### config.mk
export PLATFORM = sky130hd
export DESIGN_NAME = pwr_sleep_ctrl
export DESIGN_NICKNAME = d
export VERILOG_FILES = /design/src/rtl/pwr_sleep_pkg.sv /design/src/rtl/sleep_entry_dec.sv /design/src/rtl/wdt_core.sv /design/src/rtl/status_flags.sv /design/src/rtl/sleep_fsm.sv /design/src/rtl/pwr_sleep_ctrl.sv
export SDC_FILE = /design/constraint.sdc
export NUM_CORES = 1
export LEC_CHECK = 0
export ABC_AREA = 1
export BUFFER_PORTS_ARGS = -buffer_cell sky130_fd_sc_hd__buf_2
export CAP_MARGIN = 25
export CORE_AREA = 2 2 45 47
export CTS_CLUSTER_SIZE = 28
export DETAILED_ROUTE_END_ITERATION = 16
export DIE_AREA = 0 0 47 49
export GPL_ROUTABILITY_DRIVEN = 0
export GPL_TIMING_DRIVEN = 0
export SYNTH_ARGS = -nofsm -noshare
export SYNTH_HDL_FRONTEND = slang
export SYNTH_HIERARCHICAL = 1
export SYNTH_SLANG_ARGS = --single-unit
export TNS_END_PERCENT = 100
### constraint.sdc
create_clock -name clk_i -period 1.06 [get_ports clk_i]
set_input_delay 0.212 -clock clk_i [delete_from_list [all_inputs] [get_ports clk_i]]
set_output_delay 0.212 -clock clk_i [all_outputs]
set_load 0.005 [all_outputs]
### src/rtl/pwr_sleep_pkg.sv
package pwr_sleep_pkg;
  typedef enum logic [1:0] {
    PH_DECODE  = 2'd0,
    PH_IDLE    = 2'd1,
    PH_PROCESS = 2'd2,
    PH_ENTER   = 2'd3
  } q_phase_e;

  typedef struct packed {
    logic to;
    logic pd;
  } pwr_status_t;

  localparam pwr_status_t STATUS_POR   = '{to: 1'b1, pd: 1'b1};
  localparam pwr_status_t STATUS_SLEEP = '{to: 1'b1, pd: 1'b0};
endpackage

### src/rtl/sleep_entry_dec.sv
module sleep_entry_dec
  import pwr_sleep_pkg::*;
(
  input  logic       sleep_cmd_i,
  input  logic [1:0] q_phase_i,
  input  logic       sleeping_i,
  output logic       enter_o
);
  q_phase_e phase;
  assign phase   = q_phase_e'(q_phase_i);
  // act only in the last phase, and only once per sleep
  assign enter_o = sleep_cmd_i && (phase == PH_ENTER) && !sleeping_i;
endmodule

### src/rtl/wdt_core.sv
module wdt_core #(
  parameter int unsigned PS_RATIO = 4,
  parameter int unsigned CNT_W    = 4
) (
  input  logic clk_i,
  input  logic rst_ni,
  input  logic clear_i,
  input  logic tick_i,
  output logic ovf_o,
  output logic timeout_o
);
  localparam int unsigned PS_W = (PS_RATIO > 1) ? $clog2(PS_RATIO) : 1;
  localparam logic [CNT_W-1:0] CNT_MAX = {CNT_W{1'b1}};

  logic ps_wrap;
  logic [CNT_W-1:0] cnt_q;

  generate
    if (PS_RATIO > 1) begin : g_ps
      localparam logic [PS_W-1:0] PS_MAX = PS_W'(PS_RATIO - 1);
      logic [PS_W-1:0] ps_q;
      always_ff @(posedge clk_i or negedge rst_ni) begin
        if (!rst_ni)                 ps_q <= '0;
        else if (clear_i)            ps_q <= '0;
        else if (tick_i) ps_q <= (ps_q == PS_MAX) ? '0 : ps_q + 1'b1;
      end
      assign ps_wrap = tick_i && (ps_q == PS_MAX);
    end else begin : g_no_ps
      assign ps_wrap = tick_i;
    end
  endgenerate

  // clear wins over a same-edge tick
  assign ovf_o = !clear_i && ps_wrap && (cnt_q == CNT_MAX);

  always_ff @(posedge clk_i or negedge rst_ni) begin
    if (!rst_ni)       cnt_q <= '0;
    else if (clear_i)  cnt_q <= '0;
    else if (ps_wrap)  cnt_q <= cnt_q + 1'b1;
  end

  always_ff @(posedge clk_i or negedge rst_ni) begin
    if (!rst_ni) timeout_o <= 1'b0;
    else         timeout_o <= ovf_o;
  end
endmodule

### src/rtl/status_flags.sv
module status_flags
  import pwr_sleep_pkg::*;
(
  input  logic clk_i,
  input  logic rst_ni,
  input  logic enter_i,
  input  logic ovf_i,
  output logic to_o,
  output logic pd_o
);
  pwr_status_t st_q, st_d;

  always_comb begin
    st_d = st_q;
    if (enter_i)    st_d = STATUS_SLEEP;
    else if (ovf_i) st_d.to = 1'b0;
  end

  always_ff @(posedge clk_i or negedge rst_ni) begin
    if (!rst_ni) st_q <= STATUS_POR;
    else         st_q <= st_d;
  end

  assign to_o = st_q.to;
  assign pd_o = st_q.pd;
endmodule

### src/rtl/sleep_fsm.sv
module sleep_fsm (
  input  logic clk_i,
  input  logic rst_ni,
  input  logic enter_i,
  input  logic wake_i,
  input  logic ovf_i,
  output logic sleeping_o,
  output logic osc_en_o
);
  logic sleep_d;

  always_comb begin
    sleep_d = sleeping_o;
    if (enter_i)                        sleep_d = 1'b1;
    else if (sleeping_o && (ovf_i || wake_i)) sleep_d = 1'b0;
  end

  always_ff @(posedge clk_i or negedge rst_ni) begin
    if (!rst_ni) begin
      sleeping_o <= 1'b0;
      osc_en_o   <= 1'b1;
    end else begin
      sleeping_o <= sleep_d;
      osc_en_o   <= !sleep_d;
    end
  end
endmodule

### src/rtl/pwr_sleep_ctrl.sv
module pwr_sleep_ctrl #(
  parameter int unsigned PS_RATIO = 4,
  parameter int unsigned CNT_W    = 4
) (
  input  logic       clk_i,
  input  logic       rst_ni,
  input  logic       sleep_cmd_i,
  input  logic       wdt_tick_i,
  input  logic       wake_req_i,
  input  logic [1:0] q_phase_i,
  output logic       to_o,
  output logic       pd_o,
  output logic       osc_en_o,
  output logic       sleeping_o,
  output logic       wdt_timeout_o
);
  logic enter, ovf;

  sleep_entry_dec i_dec (
    .sleep_cmd_i(sleep_cmd_i),
    .q_phase_i  (q_phase_i),
    .sleeping_i (sleeping_o),
    .enter_o    (enter)
  );

  wdt_core #(.PS_RATIO(PS_RATIO), .CNT_W(CNT_W)) i_wdt (
    .clk_i    (clk_i),
    .rst_ni   (rst_ni),
    .clear_i  (enter),
    .tick_i   (wdt_tick_i),
    .ovf_o    (ovf),
    .timeout_o(wdt_timeout_o)
  );

  status_flags i_flags (
    .clk_i  (clk_i),
    .rst_ni (rst_ni),
    .enter_i(enter),
    .ovf_i  (ovf),
    .to_o   (to_o),
    .pd_o   (pd_o)
  );

  sleep_fsm i_fsm (
    .clk_i     (clk_i),
    .rst_ni    (rst_ni),
    .enter_i   (enter),
    .wake_i    (wake_req_i),
    .ovf_i     (ovf),
    .sleeping_o(sleeping_o),
    .osc_en_o  (osc_en_o)
  );
endmodule

## After elaboration in Yosys (flattened, before gate mapping)

Cells that the tools add are included.

- Word-level logic and storage cells: 34
- Output and inout bits: 5
- Bits of input ports: 7
- Register bits: 11

- Add/sub/neg operators: 2
- Reductions and logical operators: 13
- Eq/ne operators: 3
- Mux-type cells: 9

Operators with widths:

| cell | count |
|---|---|
| $mux W4 | 2 |
| $logic_and A1 B1 Y1 | 6 |
| $mux W2 | 3 |
| $reduce_bool A2 Y1 | 3 |
| $add A4 B1 Y4 const B | 1 |
| $eq A2 B2 Y1 const B | 2 |
| $eq A4 B4 Y1 const B | 1 |
| $mux W1 | 4 |
| $logic_not A1 Y1 | 3 |
| $add A2 B1 Y2 const B | 1 |
| $logic_or A1 B1 Y1 | 1 |

## Depth between registers and ports, before layout

Gate-level depths: netlist (run 1).

- Depth after elaboration: 11
- Depth in mapped cells: 9
- Gate-level depth less buffers: 9

## Hierarchy

Netlist (run 1), hierarchy kept.

By module, submodules not included:

| module | times used | cells each | area an instance (sq um) | sequential area each (sq um) |
|---|---|---|---|---|
| wdt_core | 1 | 36 | 340.3 | 175.2 |
| status_flags | 1 | 8 | 75.1 | 52.6 |
| sleep_fsm | 1 | 7 | 73.8 | 51.3 |
| sleep_entry_dec | 1 | 4 | 17.5 | 0.0 |

## Worst setup path before layout (run 1)

Ideal clock, no wire load.

- Path type: reg-to-reg
- From: register i_fsm.sleeping_o
- To: register i_fsm.sleeping_o
- Period minus slack after synthesis: 1.182 ns
- Required time: 0.995 ns
- Setup time: 0.065 ns
- Arrival: 1.117 ns
- Path buffers: 0
- Cell stages (with the launch flop): 10
- Setup slack: -0.122 ns
- Cell sequence: dfrtp_1 inv_1 nand2_1 nor2_2 inv_1 nand3_1 nor2_1 nor2_2 nand2_1 nand2_1

- Word-level cells in the longest chain between the ends: 9

RTL lines:

| item | RTL line | source |
|---|---|---|
| from (decl) | sleep_fsm.sv:7 | `output logic sleeping_o,` |
| from (signal assigned) | sleep_fsm.sv:23 | `sleeping_o <= sleep_d;` |
| $logic_not A1 Y1 | sleep_entry_dec.sv:12 | `assign enter_o = sleep_cmd_i && (phase == PH_ENTER) && !sleeping_i;` |
| $logic_and A1 B1 Y1 | sleep_entry_dec.sv:12 |  |
| via enter | pwr_sleep_ctrl.sv:17 | `logic enter, ovf;` |
| $logic_not A1 Y1 | wdt_core.sv:34 | `assign ovf_o = !clear_i && ps_wrap && (cnt_q == CNT_MAX);` |
| $logic_and A1 B1 Y1 (2 in a row) | wdt_core.sv:34 |  |
| via ovf | pwr_sleep_ctrl.sv:17 |  |
| $logic_or A1 B1 Y1 | sleep_fsm.sv:15 | `else if (sleeping_o && (ovf_i \|\| wake_i)) sleep_d = 1'b0;` |
| $logic_and A1 B1 Y1 | sleep_fsm.sv:15 |  |
| $mux W1 | sleep_fsm.sv:15 |  |
| $mux W1 | sleep_fsm.sv:14 | `if (enter_i) sleep_d = 1'b1;` |
| via i_fsm.sleep_d | sleep_fsm.sv:10 | `logic sleep_d;` |

The timed path passes the listed nets, and every way through them passes these cells.
A chain may end at the register's enable or synchronous reset.

## Final worst setup path (run 1)

- From: register i_fsm.sleeping_o
- To: output port sleeping_o

RTL lines:

| item | RTL line | source |
|---|---|---|
| to (decl) | pwr_sleep_ctrl.sv:14 | `output logic sleeping_o,` |

No word-level cell between the ends.

==> flow_summary.yaml, run 1 <==
synthesis:
  synth_edf_count: 0
  yosys.area.top_type: "dfrtp_1"
  ys_async_sr_fraction_pct: 100
  synth.avg_cell_area_um2: 9.21
  synth_fp_nets: 64
  syn_inst: 55
  syn_area_um2: 507
  yosys_most_used_dff: "dfrtp_1"
  yosysWarnings: 6
  yosysMostFrequentCell: "inv_1"
  ys_seq_area_share_pct: 55.1
  synthTopCellsByCount: "inv_1, nand2_1, dfrtp_1, nand3_1, nor2_1"
  yosysTopAreaCellShare_pct: 39.5
  synthTopCellsByArea: "dfrtp_1, dfstp_2, inv_1"
  ys_types: 15
  ys_seq_elements: 11
global_routing:
  grt_pass1_vias: 454
  grt_max_degree: 12
  grt_pass1_wl_mm: 1.98
  antenna_found_initial: 0
  grt.overflow.total: 0
  track_usage_pct: 12.6
status:
  violations: "setup timing"
  outcome: "complete, but fails checks"
placed_design:
  post-place-cells: 93
  place_ws_ns: -0.142
  io_buffers: 11
  place_hpwl_um: 646
  dpl-instance-area_um2: 616
sta:
  setup_ws_ns: -0.0709
  maxSlewViolCount: 0
  finalHoldViolations: 0
  period_share_pct: 107
  worstMarginPinSlew_ns: 0.240
  grt_setup_unrepaired: "yes"
  slew_headroom_pct: 84.0
  finalCriticalPeriod_ns: 1.13
  tns_ns: -0.260
  setup_viol: 6
  skew_ns: 0.000647
  max_freq_ghz: 0.884
run:
  drv_cap: 0
pwr:
  p_leak_nw: 0.384
  power_mw: 1.44
  powerDensity_nw_per_um2: 1820
  irDropWorstVdd_v: 0.00135
hold_path:
  holdCritPathClass: "input port to flop"
  hold_path.startpoint: "wake_req_i"
  whs_path_depth: 4
  holdPathEnd: "i_fsm/sleeping_o$_DFF_PN0_"
die:
  ios: 12
  rows: 16
  die_w_um: 47
  die_area_um2: 2300
  die_h_um: 49
  design.core.area_um2: 1840
  start_util_pct: 27.5
finish:
  drive_gt1_share_pct: 53.0
  syn_to_final_growth_pct: 56.5
  fin_area_um2: 793
  fillers: 190
  diodes: 0
  finalNonFillerCells: 110
  layout.nets: 93
cts:
  cts.clk_slew.worst_paths_ns: 0.06
  cts_tree: "done"
  h-tree-depth: 1
  root_buffer: "clkbuf_4"
  cts_buffer_depth: 2
  numCtsBuffers: 3
  clock_sinks: 11
  clkLatencyLatePin_ns: 0.27
drt:
  drc: 0
  via_per_inst: 4.03
  dr.first_iter.drc_count: 5
  wl_per_cell_um: 9.98
  wirelength_mm: 1.10
  ant_nets: 0
  dr_total_vias: 443
  firstDrtPassIters: 4
critical_path:
  r2r_slack_ns: -0.03
  cp.required_ns: 0.85
  worst-path-max-fanout: 3
  start_kind: "flop"
  reg2reg_from: "i_wdt/g_ps.ps_q[0]$_DFFE_PN0P_"
  path_class: "flop to output pin"
  r2r_cells: 6
  cp-end-kind: "output pin"
  r2r_end: "i_fsm/sleeping_o$_DFF_PN0_"
  cp.arrival_ns: 0.92
## routing by layer
metal | vias up | GRT usage [%] | share of wire [%]
met4 | 0 | 8.33 | 3.6
met2 | 7 | 20.3 | 55
met1 | 204 | 13.1 | 39
met5 | - | 0 | 0
met3 | 4 | 4.44 | 2.6
li1 | 228 | - | -
## registers in the layout, summed over array words and instances, names as in the netlist
name,flops
i_wdt/cnt_q,4
i_wdt/g_ps.ps_q,2
i_flags/pd_o,1
i_flags/to_o,1
i_fsm/osc_en_o,1
i_fsm/sleeping_o,1
i_wdt/timeout_o,1
## cell families (layout without fill, tap and decap cells)
logic type / Yosys count / in the layout / share of synthesized area [%]
flip-flops: 11 / 11 / 55.1
XOR/XNOR: 2 / 2 / 3.46
AO/OA/AOI/OAI: 7 / 7 / 7.65
buffers and inverters: 10 / 38 / 7.41
adder cells (fa/ha/maj): 2 / 2 / 4.94
AND/OR/NAND/NOR: 23 / 23 / 21.5
## worst max-delay path by stage
stage	from	endpoint	slack (ns)	depth (start not counted)
after global routing	i_fsm/sleeping_o$_DFF_PN0_	i_fsm/sleeping_o$_DFF_PN0_	-0.14	9
final	i_fsm/sleeping_o$_DFF_PN0_	sleeping_o	-0.07	2
after floorplan	i_fsm/sleeping_o$_DFF_PN0_	i_fsm/sleeping_o$_DFF_PN0_	-0.03	9
after global placement	i_fsm/sleeping_o$_DFF_PN0_	i_fsm/sleeping_o$_DFF_PN0_	-0.13	9
after detailed placement	i_fsm/sleeping_o$_DFF_PN0_	i_fsm/sleeping_o$_DFF_PN0_	-0.14	9
after CTS	i_flags/to_o$_DFFE_PN1P_	to_o	-0.07	1
## cells in the final DEF, fill, tap and decap left out, types with 3 or more instances in the layout
cell type | Yosys | routed
a21oi_1 | 3 | 3
buf_2 | 0 | 10
buf_4 | 0 | 12
clkbuf_4 | 0 | 3
dfrtp_1 | 8 | 8
dfstp_2 | 3 | 3
inv_1 | 10 | 8
nand2_1 | 9 | 8
nand3_2 | 0 | 3
nor2_1 | 4 | 3
nor2_4 | 1 | 3
## metrics by stage
step           utilization [%]  hold WS [ns]
4_1_cts                   40.4         0.184
2_1_floorplan                -       -0.0836
5_1_grt                   43.1         0.225
3_3_place_gp              33.4        0.0924
3_5_place_dp              33.4        0.0905
6_report                  43.1         0.195
## worst max-delay path, cell delays in order (launching register included)
cell and delay, ns:
dfrtp_1 0.39, buf_4 0.14, buf_2 0.12
## where the power goes
| part | internal [mW] | leakage [nW] | total (mW) | switching, mW |
|---|---|---|---|---|
| Sequential | 0.517 | 0.136 | 0.603 | 0.0861 |
| Clock | 0.146 | 0.0150 | 0.283 | 0.137 |
| Combinational | 0.303 | 0.233 | 0.558 | 0.256 |
| Total | 0.966 | 0.384 | 1.44 | 0.479 |
## cell type report
cell class,count,area (µm²),share of cell area (%)
sequential,11,279,35.2
multi-input combinational,34,253,31.9
timing repair buffer,24,161,20.3
inverter,10,40.0,5.05
tap,27,33.8,4.26
clock buffer,4,26.3,3.31
## what timing repair did
action,4_1_cts,5_1_grt
buffers inserted,7,5
endpoints found under the hold margin,8,0
gates resized for setup,8,5
endpoints found under the setup margin,10,10
pin swaps,5,6
hold buffers,1,0
No activity file was read; power rests on OpenSTA's default activity.
==> run 2: changes to the inputs <==
--- a/config.mk
+++ b/config.mk
@@ -8,12 +8,16 @@
 export ABC_AREA = 1
 export BUFFER_PORTS_ARGS = -buffer_cell sky130_fd_sc_hd__buf_2
 export CAP_MARGIN = 25
-export CORE_AREA = 2 2 45 47
+export CELL_PAD_IN_SITES_DETAIL_PLACEMENT = 2
+export CELL_PAD_IN_SITES_GLOBAL_PLACEMENT = 2
+export CORE_AREA = 2 2 48 50
 export CTS_CLUSTER_SIZE = 28
 export DETAILED_ROUTE_END_ITERATION = 16
-export DIE_AREA = 0 0 47 49
+export DIE_AREA = 0 0 50 52
 export GPL_ROUTABILITY_DRIVEN = 0
 export GPL_TIMING_DRIVEN = 0
+export HOLD_SLACK_MARGIN = 0.02
+export PLACE_DENSITY_LB_ADDON = 0.1
 export SYNTH_ARGS = -nofsm -noshare
 export SYNTH_HDL_FRONTEND = slang
 export SYNTH_HIERARCHICAL = 1
==> run 2 against run 1 <==
Against the previous run: the run still ends with setup timing left; cell count unchanged; sequential power up 0.7%; register-to-register slack worse by 0.02 ns; final area up 2.5%; critical endpoint unchanged.
==> flow_summary.yaml, run 2 (synthesis gave the netlist of run 1 again) <==
status:
  outcome: "complete, but fails checks"
  violations: "setup timing"
hold_path:
  whs_path_depth: 4
  holdCritPathClass: "input port to flop"
  holdPathEnd: "i_fsm/sleeping_o$_DFF_PN0_"
  hold_path.startpoint: "wake_req_i"
sta:
  setup_viol: 7
  grt_setup_unrepaired: "yes"
  worstMarginPinSlew_ns: 0.262
  maxSlewViolCount: 0
  skew_ns: 0.00575
  finalHoldViolations: 0
  slew_headroom_pct: 82.6
  setup_ws_ns: -0.0540
  period_share_pct: 105
  tns_ns: -0.283
  max_freq_ghz: 0.898
  finalCriticalPeriod_ns: 1.11
  holdWs_ns: 0.228
pwr:
  p_sw_share_pct: 33.6
  p_seq_share_pct: 39.9
  irDropWorstVdd_v: 0.000778
  power_frac_clock_pct: 18.8
  p_leak_nw: 0.388
  p_int_mw: 1.01
  p_comb_share_pct: 41.3
  switchingPower_mw: 0.511
  powerDensity_nw_per_um2: 1870
finish:
  final_util_pct: 38.6
  finalNonFillerCells: 110
  largest_register: "i_wdt/cnt_q"
  fillers: 234
  drive_gt1_share_pct: 54.9
  layout.nets: 92
  syn_to_final_growth_pct: 60.5
  largest_reg_flops: 4
  layout_commonest_cell: "buf_4"
  final_cell_mix: "buf_4, inv_1, buf_2"
  diodes: 0
  reg_top3: "i_wdt/cnt_q: 4 flops, i_wdt/g_ps.ps_q: 2 flops"
cts:
  root_buffer: "clkbuf_4"
  cts_tree: "done"
  h-tree-depth: 1
  cts_buffer_depth: 2
  clkLatencyLatePin_ns: 0.26
  clock_sinks: 11
  cts.clk_slew.worst_paths_ns: 0.07
  numCtsBuffers: 3
drt:
  dr.first_iter.drc_count: 5
  firstDrtPassIters: 4
  wirelength_mm: 1.33
  wl_per_cell_um: 12.1
  via_per_inst: 4.15
  drc: 0
  dr_total_vias: 456
  ant_nets: 0
die:
  start_util_pct: 24.1
  ios: 12
  die_h_um: 52
  rows: 17
  design.core.area_um2: 2110
  die_area_um2: 2600
  die_w_um: 50
critical_path:
  cp.required_ns: 0.85
  cp.arrival_ns: 0.90
  start_kind: "flop"
  r2r_slack_ns: -0.05
  r2r_end: "i_fsm/osc_en_o$_DFF_PN1_"
  r2r_cells: 5
  cp-end-kind: "output pin"
  reg2reg_from: "i_wdt/g_ps.ps_q[0]$_DFFE_PN0P_"
  worst-path-max-fanout: 3
  path_class: "flop to output pin"
run:
  drv_cap: 0
global_routing:
  grt_pass1_vias: 516
  track_usage_pct: 12.2
  grt.overflow.total: 0
  grt_pass1_wl_mm: 2.35
  antenna_found_initial: 0
  grt_max_degree: 12
placed_design:
  io_buffers: 11
  place_hpwl_um: 800
  post-place-cells: 94
  place_ws_ns: -0.205
[run 2: how the worst max path moves through the flow]
stage | from | end | slack (ns) | depth (start not counted)
floorplan | i_fsm/sleeping_o$_DFF_PN0_ | i_fsm/sleeping_o$_DFF_PN0_ | -0.03 | 9
global placement | i_fsm/sleeping_o$_DFF_PN0_ | i_fsm/sleeping_o$_DFF_PN0_ | -0.20 | 9
detailed placement | i_fsm/sleeping_o$_DFF_PN0_ | i_fsm/sleeping_o$_DFF_PN0_ | -0.21 | 9
CTS | i_fsm/sleeping_o$_DFF_PN0_ | i_fsm/sleeping_o$_DFF_PN0_ | -0.07 | 9
global route | i_wdt/g_ps.ps_q[0]$_DFFE_PN0P_ | i_flags/to_o$_DFFE_PN1P_ | -0.13 | 6
finish | i_fsm/sleeping_o$_DFF_PN0_ | sleeping_o | -0.05 | 2
[run 2: routing by layer]
layer / part of all wire (%) / global-route usage, %
met5: 0 / 0
met4: 0.83 / 5.56
met3: 2.6 / 2.59
met2: 52 / 21.1
met1: 45 / 14.5
[run 2: area by class of cell]
class | instances | area, µm² | share of cell area (%)
flip-flops and latches | 11 | 279 | 34.3
multi-input cells | 34 | 269 | 33.1
repair buffers | 23 | 164 | 20.2
inverters | 10 | 40.0 | 4.92
well taps | 28 | 35.0 | 4.31
clock buffers | 4 | 26.3 | 3.23
[run 2: timing repair]
item,CTS,global route
setup endpoints to repair,12,12
setup buffers,9,2
hold buffers,1,0
pin swaps,6,5
resized for setup,12,7
hold endpoints to repair,8,0
[run 2: power groups by stage]
stage	sequential, mW	clock (mW)	combinational [mW]
final	0.607	0.287	0.628
after global placement	0.601	0	0.332
after CTS	0.609	0.303	0.540
after global routing	0.622	0.326	0.706
after detailed placement	0.602	0	0.335
after floorplan	0.582	0	0.259
[run 2: stage by stage]
stage | power (mW) | area [µm²]
final | 1.52 | 813
after global routing | 1.65 | 813
after CTS | 1.45 | 764
after detailed placement | 0.937 | 617
after global placement | 0.933 | 617
after floorplan | 0.841 | 527
[run 2: critical path: stages, from the launching register on]
cell     delay [ns]
dfrtp_1        0.38
buf_4          0.14
buf_2          0.12
==> run 3: changes to the inputs <==
--- a/config.mk
+++ b/config.mk
@@ -15,8 +15,9 @@
 export DETAILED_ROUTE_END_ITERATION = 16
 export DIE_AREA = 0 0 50 52
 export GPL_ROUTABILITY_DRIVEN = 0
-export GPL_TIMING_DRIVEN = 0
+export GPL_TIMING_DRIVEN = 1
 export HOLD_SLACK_MARGIN = 0.02
+export MAX_ROUTING_LAYER = met4
 export PLACE_DENSITY_LB_ADDON = 0.1
 export SYNTH_ARGS = -nofsm -noshare
 export SYNTH_HDL_FRONTEND = slang
==> run 3 against run 2 <==
Against the previous run: critical path type unchanged; total power barely moved; highest routed layer unchanged; clock-buffer cell count did not move; largest power group unchanged; the run still ends with setup timing left; clock power fell by 4%; flip-flop and latch count did not move; utilization rose by 0.48 points; die area did not move.
==> flow_summary.yaml, run 3 (synthesis gave the netlist of run 1 again) <==
sta:
  finalCriticalPeriod_ns: 1.11
  maxSlewViolCount: 0
  setup_viol: 9
  period_share_pct: 105
  tns_ns: -0.240
  grt_setup_unrepaired: "yes"
  skew_ns: 0.00172
  worstMarginPinSlew_ns: 0.255
  finalHoldViolations: 0
  setup_ws_ns: -0.0546
  max_freq_ghz: 0.897
  slew_headroom_pct: 83.0
global_routing:
  grt_pass1_vias: 500
  grt_max_degree: 12
  grt.overflow.total: 0
  track_usage_pct: 11.8
  grt_pass1_wl_mm: 2.15
  antenna_found_initial: 0
status:
  violations: "setup timing"
  outcome: "complete, but fails checks"
critical_path:
  start_kind: "flop"
  crit_buf_inv: 1
  cp-end-kind: "output pin"
  worst-path-max-fanout: 2
  path_cells: "buf_2"
  cp_slowest_cell: "dfstp_2"
  cp_top_family: "flip-flops"
  path_class: "flop to output pin"
  cp.required_ns: 0.85
  cp.arrival_ns: 0.90
  cpPeakStageDelay_ns: 0.53
pwr:
  irDropWorstVdd_v: 0.000955
  p_leak_nw: 0.386
  powerDensity_nw_per_um2: 1850
  power_mw: 1.52
finish:
  largest_register: "i_wdt/cnt_q"
  layout.nets: 92
  reg_top3: "i_wdt/cnt_q: 4 flops, i_wdt/g_ps.ps_q: 2 flops"
  diodes: 0
  largest_reg_flops: 4
  fillers: 233
  layout_commonest_cell: "buf_4"
  fin_area_um2: 823
  syn_to_final_growth_pct: 62.5
  drive_gt1_share_pct: 57.3
  final_cell_mix: "buf_4, inv_1, dfrtp_1, buf_2, nand2_1"
cts:
  h-tree-depth: 1
  clkLatencyLatePin_ns: 0.26
  clock_sinks: 11
  root_buffer: "clkbuf_4"
  numCtsBuffers: 3
  cts_tree: "done"
  cts.clk_slew.worst_paths_ns: 0.07
  cts_buffer_depth: 2
drt:
  dr.first_iter.drc_count: 3
  wirelength_mm: 1.25
  firstDrtPassIters: 3
  ant_nets: 0
  via_per_inst: 4.09
  wl_per_cell_um: 11.4
  dr_total_vias: 450
  drc: 0
hold_path:
  holdCritPathClass: "input port to flop"
die:
  die_area_um2: 2600
  rows: 17
  die_w_um: 50
  design.core.area_um2: 2110
  ios: 12
  start_util_pct: 24.1
  die_h_um: 52
placed_design:
  place_hpwl_um: 921
  dpl-instance-area_um2: 669
  io_buffers: 11
run:
  drv_cap: 0
run 3: cell counts in the layout (fill, tap and decap cells not counted):
Identical to the previous run, type by type.
run 3: worst paths after layout:
kind / slack [ns] / endpoint / from / cells after the start
min reg2reg: 0.45 / i_flags/pd_o$_DFFE_PN1P_ / i_flags/pd_o$_DFFE_PN1P_ / 2
max reg2reg: -0.04 / i_fsm/sleeping_o$_DFF_PN0_ / i_fsm/sleeping_o$_DFF_PN0_ / 9
min: 0.22 / i_fsm/sleeping_o$_DFF_PN0_ / wake_req_i / 4
min in group asynchronous: 0.34 / i_wdt/g_ps.ps_q[0]$_DFFE_PN0P_ / rst_ni / 2
max in group asynchronous: 0.45 / i_flags/to_o$_DFFE_PN1P_ / rst_ni / 2
max: -0.05 / pd_o / i_flags/pd_o$_DFFE_PN1P_ / 1
run 3: area by class of cell:
cell class	count	area [µm²]	area share, %
multi-input cells	34	272	33.0
well taps	28	35.0	4.26
inverters	10	37.5	4.56
clock buffers	4	26.3	3.19
flip-flops and latches	11	279	33.9
repair buffers	23	174	21.1
run 3: per-stage QoR:
step | utilization [%] | instances | hold slack [ns] | worst slack, ns
final | 39.1 | 110 | 0.217 | -0.0546
after global routing | 39.1 | 110 | 0.226 | -0.152
after CTS | 37.0 | 109 | 0.189 | -0.0739
after detailed placement | 31.8 | 101 | 0.0997 | -0.0677
after global placement | 31.8 | 101 | 0.102 | -0.0555
after floorplan | - | 55 | -0.0836 | -0.0303
run 3: where the power goes:
group          switching, mW  total [mW]  internal [mW]
registers             0.0880       0.605          0.517
logic                  0.286       0.642          0.357
clock network          0.130       0.275          0.146
total                  0.503        1.52           1.02
run 3: layer usage:
metal	track usage, %	part of all wire, %	wire, µm
met1	13.3	41	514
met5	-	0	0
met2	18.6	54	677
met4	5.56	1.3	16
met3	4.31	3.4	43
run 3: timing repair:
item	in CTS	in global routing
hold buffers	1	0
pin swaps	6	4
cloned	0	0
setup endpoints to repair	11	13
gates resized for setup	13	9
endpoints found under the hold margin	8	0
buffers inserted	3	1
